### config.mk
export PLATFORM = sky130hd
export DESIGN_NAME = modulus_divider_array
export DESIGN_NICKNAME = d
export VERILOG_FILES = /design/src/rtl/moddiv_pkg.sv /design/src/rtl/moddiv_clamp.sv /design/src/rtl/moddiv_element.sv /design/src/rtl/modulus_divider_array.sv
export SDC_FILE = /design/constraint.sdc
export NUM_CORES = 1
export LEC_CHECK = 0
export ABC_AREA = 1
export CORE_ASPECT_RATIO = 0.9
export CORE_UTILIZATION = 50
export DETAILED_ROUTE_END_ITERATION = 8
export DONT_BUFFER_PORTS = 1
export SYNTH_ARGS = -nofsm -noshare
export SYNTH_HDL_FRONTEND = slang
export SYNTH_HIERARCHICAL = 1
export SYNTH_SLANG_ARGS = --single-unit
export TNS_END_PERCENT = 100
### constraint.sdc
create_clock -name clk -period 4 [get_ports clk]
set_input_delay 0.8 -clock clk [delete_from_list [all_inputs] [get_ports clk]]
set_output_delay 0.8 -clock clk [all_outputs]
set_load 0.02 [all_outputs]
### src/rtl/moddiv_pkg.sv
// Package moddiv_pkg
// Shared constants and types for the parallel modulus divider array.
// Assumes: base values fit in N_W bits; minimum legal modulus is N_MIN.
package moddiv_pkg;
    localparam int DEF_NUM_ELEM = 8;
    localparam int DEF_N_W      = 6;
    localparam int DEF_N_MIN    = 4;

    typedef logic [DEF_N_W-1:0] base_t;
endpackage

### src/rtl/moddiv_clamp.sv
// Module moddiv_clamp
// Raises a base modulus below N_MIN to N_MIN; passes other values unchanged.
// Assumes: N_MIN fits in N_W bits and is at least 2.
module moddiv_clamp #(
    parameter int N_W   = 6,
    parameter int N_MIN = 4
) (
    input  logic [N_W-1:0] n_raw,
    output logic [N_W-1:0] n_eff
);
    localparam logic [N_W-1:0] FLOOR = N_W'(N_MIN);

    // Floor the requested modulus.
    always_comb begin
        n_eff = (n_raw < FLOOR) ? FLOOR : n_raw;
    end
endmodule

### src/rtl/moddiv_element.sv
// Module moddiv_element
// One divide-by-N / N+1 element: a down-counter that reloads at zero with
// N-1 (sel low) or N (sel high) and pulses its output for one cycle per period.
// Assumes: n_i is already clamped to at least N_MIN; n_i and sel_i are only
// sampled at the reload edge.
module moddiv_element #(
    parameter int N_W   = 6,
    parameter int N_MIN = 4
) (
    input  logic           clk,
    input  logic           rst_n,
    input  logic [N_W-1:0] n_i,
    input  logic           sel_i,
    output logic           pulse_o
);
    localparam int GW = N_W + 1;

    logic [N_W-1:0] cnt_q;
    logic           at_zero;

    assign at_zero = (cnt_q == '0);

    // Count down; on zero reload from the live modulus and select, emit a pulse.
    always_ff @(posedge clk) begin
        if (!rst_n) begin
            cnt_q   <= '0;
            pulse_o <= 1'b0;
        end else if (at_zero) begin
            cnt_q   <= sel_i ? n_i : (n_i - 1'b1);
            pulse_o <= 1'b1;
        end else begin
            cnt_q   <= cnt_q - 1'b1;
            pulse_o <= 1'b0;
        end
    end

    // Checker state: cycles since the last reload and the period it promised.
    logic [GW-1:0] gap_q;
    logic [GW-1:0] exp_q;
    logic          seen_q;

    // Track the promised period and the elapsed cycles for the period check.
    always_ff @(posedge clk) begin
        if (!rst_n) begin
            gap_q  <= '0;
            exp_q  <= '0;
            seen_q <= 1'b0;
        end else if (at_zero) begin
            gap_q  <= GW'(1);
            exp_q  <= sel_i ? ({1'b0, n_i} + 1'b1) : {1'b0, n_i};
            seen_q <= 1'b1;
        end else begin
            gap_q  <= gap_q + 1'b1;
        end
    end

    AST_PERIOD_MATCH: assert property (@(posedge clk) disable iff (!rst_n)
        (at_zero && seen_q) |-> (gap_q == exp_q));

    AST_PULSE_SINGLE: assert property (@(posedge clk) disable iff (!rst_n)
        pulse_o |=> !pulse_o);

    AST_LOAD_FLOOR: assert property (@(posedge clk) disable iff (!rst_n)
        at_zero |=> (cnt_q >= N_W'(N_MIN - 1)));
endmodule

### src/rtl/modulus_divider_array.sv
// Module modulus_divider_array
// Bank of NUM_ELEM parallel divide-by-N / N+1 elements sharing the oscillator
// clock and base modulus; bit i of sel picks the modulus of element i.
// Assumes: sel comes from element-selection logic after the modulator;
// outputs feed one phase-detector slice each.
module modulus_divider_array
    import moddiv_pkg::*;
#(
    parameter int NUM_ELEM = DEF_NUM_ELEM,
    parameter int N_W      = DEF_N_W,
    parameter int N_MIN    = DEF_N_MIN
) (
    input  logic                clk,
    input  logic                rst_n,
    input  logic [N_W-1:0]      base_n,
    input  logic [NUM_ELEM-1:0] sel,
    output logic [NUM_ELEM-1:0] div_pulse
);
    logic [N_W-1:0] n_eff;

    moddiv_clamp #(.N_W(N_W), .N_MIN(N_MIN)) u_clamp (
        .n_raw (base_n),
        .n_eff (n_eff)
    );

    for (genvar gi = 0; gi < NUM_ELEM; gi++) begin : g_elem
        moddiv_element #(.N_W(N_W), .N_MIN(N_MIN)) u_elem (
            .clk     (clk),
            .rst_n   (rst_n),
            .n_i     (n_eff),
            .sel_i   (sel[gi]),
            .pulse_o (div_pulse[gi])
        );
    end

    // Marks the first edge after reset release for the alignment check.
    logic first_q;
    always_ff @(posedge clk) begin
        if (!rst_n) first_q <= 1'b1;
        else        first_q <= 1'b0;
    end

    AST_RESET_QUIET: assert property (@(posedge clk)
        !rst_n |=> (div_pulse == '0));

    AST_START_ALIGNED: assert property (@(posedge clk) disable iff (!rst_n)
        first_q |=> (div_pulse == '1));
endmodule

==> flow_summary.ini <==
[routing]
post-route-drc-count = 0
wl_per_cell_um = 11.5
vias_per_cell = 5.12
vias = 3673
drt_wl_total_mm = 8.23
drt_first_pass_iters = 4
drt_iter0_drc = 152
ant_nets = 0

[cts]
clkSinkCount = 56
cts_hold_buffers = 0
clock_path_buffers = 2
numCtsBuffers = 5
cts_setup_buffers = 0
ctsResizeCount = 0
insertion_delay_ps = 310
cts_tree = built
cts_root_buf = clkbuf_8
clk_pin_slew_worst_paths_ps = 100
htreeDepth = 2

[run_status]
status = finished clean

[timing]
tightest_slew_ps = 1040
max_freq_mhz = 434
period_minus_slack_ps = 2300
finalHoldViolCount = 0
rsz0062_at_grt = false
layout_setup_ws_ps = 1700
finalCritPeriodShare_pct = 57.6
setup-tns-final_ps = 0
setup_viol = 0
slew_headroom_pct = 30.5
finalClockSkew_ps = 7.27
slew_violations = 0

[global_routing]
track_usage_pct = 21.3
antenna_found_initial = 0
grt_overflow_total = 0
grt_max_degree = 57
grt_first_pass_wirelength_mm = 14.3
grt_pass1_vias = 3291

[finish]
fin_util_pct = 55.5
area_delta_synth_final_pct = 5.60
nets = 660
antenna_cells = 0
drive_gt1_share_pct = 10.1
final_common_cell = nand2_1
final_cell_mix = nand2_1 (154), inv_1 (90), nand3_1 (60)

[placed_design]
gp_routability_congestion = 0.768
pre_cts_slack_ps = 1360
numPortBuffers = 0
dp_hpwl_mm = 5.97

[synthesis]
yosysSeqAreaShare_pct = 27.9
ys_ff_latch = 56
postSynthAreaPerCell_um2 = 6.55
ys_warn_count = 6
synthCells = 614
synth_nets = 654
synth_cell_type_count = 25
synth_area_mm2 = 0.00402

[critical_path]
cp_data_arrival_time_ps = 2520
cp_cell_sequence = nor2_2 > a21oi_2 > inv_1 > ha_1 > nand3_1 > nand2_1 > o21ai_0 > a21oi_1
setup.worst_path.start_class = primary input
crit_type = in2reg
crit_family = compound AO/OA/AOI/OAI gates
required_ps = 4210
r2r-start = g_elem[4].u_elem/cnt_q[0]
critPathMaxStageDelay_ps = 810
cpMaxStageDelayCell = a21oi_2
worstSetupEndpointType = flip-flop
worst-path-max-fanout = 22
cp-startpoint = base_n[5]
path_buf_inv = 1

[floorplanning]
core_mm2 = 0.00766
pin_count = 24
dieArea_mm2 = 0.00841
die_w_um = 96.5
die_y_um = 87.1
rows = 30
start_util_pct = 52.5

[pwr]
p_per_area_mw_per_mm2 = 636
peakVddDrop_mv = 0.271
leakage_nw = 2.13
finalPower_mw = 2.70

[hold_path]
min_path_type = reg2reg
min-delay-start = g_elem[7].u_elem/cnt_q[0]

[run]
drv_cap = 0
final cells by class:
cell class / instances / area, µm²
clock buffer: 7 / 86.3
clock inverter: 1 / 7.51
fill: 797 / 3410
inverter: 106 / 407
multi-input combinational: 449 / 2490
sequential: 56 / 1120
tap: 96 / 120
timing repair buffer: 2 / 15.0
per-layer routing:
metal / vias up / wire [µm] / GRT usage, %
met4: 0 / 63 / 4.81
met1: 1644 / 4010 / 26.2
met3: 7 / 368 / 5.32
li1: 1981 / - / -
met5: - / 0 / 0
met2: 41 / 3790 / 37.0
registers in the layout, indices dropped and copies added (netlist names):
register	flops
g_elem.u_elem/cnt_q	48
g_elem.u_elem/pulse_o	8
logic make-up after synthesis:
| kind of cell | count (synthesis) | share of synthesized area, % |
|---|---|---|
| AOI/OAI and AO/OA | 70 | 8.87 |
| xor gates and xnor gates | 16 | 3.48 |
| adders and majority gates | 24 | 7.47 |
| buffers and inverters | 109 | 10.4 |
| DFF | 56 | 27.9 |
| and+or+nand+nor | 339 | 41.9 |
where the power goes:
part,switching [mW],leakage [nW],total [mW],internal [mW]
logic,0.842,1.62,1.41,0.564
clock network,0.186,0.0445,0.327,0.141
registers,0.190,0.466,0.970,0.779
total,1.22,2.13,2.70,1.48
synthesized netlist by cell type:
cell type	n	area share [%]
dfxtp_1	56	28
ha_1	24	7.5
o21ai_0	30	3.7
a21oi_1	26	3.2
nor2_2	17	2.6
xor2_1	8	1.7
nand2_2	8	1.2
nor2_4	2	0.56
nand2_1	154	14
nand3b_1	8	1.5
nand4_4	8	4.2
o21a_1	1	0.19
o21ai_1	12	1.5
nor2_1	39	3.6
inv_2	9	0.84
xnor2_1	8	1.7
clkinv_2	7	0.87
nor3_1	14	1.7
nand3_1	60	7.5
inv_1	90	8.4
nand4_1	15	2.3
a21oi_2	1	0.22
clkbuf_1	3	0.28
or2_1	7	1.1
and2_1	7	1.1
per-stage QoR:
step                hold WS [ps]  instance area, µm²  instances
CTS                          527                4250        717
floorplan                    493                4020        614
global placement             507                4150        709
global route                 556                4250        717
detailed placement           508                4150        709
finish                       522                4250        717
tightest hold or removal path: stages, from the launching register on:
cell     delay, ps
dfxtp_1        350
nand2_1         60
nand2_1         50
a21oi_1         30
worst paths after layout:
| check | endpoint | slack [ps] | cells after the start |
|---|---|---|---|
| worst min-delay path | g_elem[7].u_elem/cnt_q[0] | 520 | 3 |
| worst min register to register | g_elem[7].u_elem/cnt_q[0] | 520 | 3 |
| worst max register to register | g_elem[4].u_elem/cnt_q[4] | 2700 | 7 |
| worst max-delay path | g_elem[1].u_elem/cnt_q[2] | 1700 | 8 |
No activity file was read; power rests on OpenSTA's default activity.
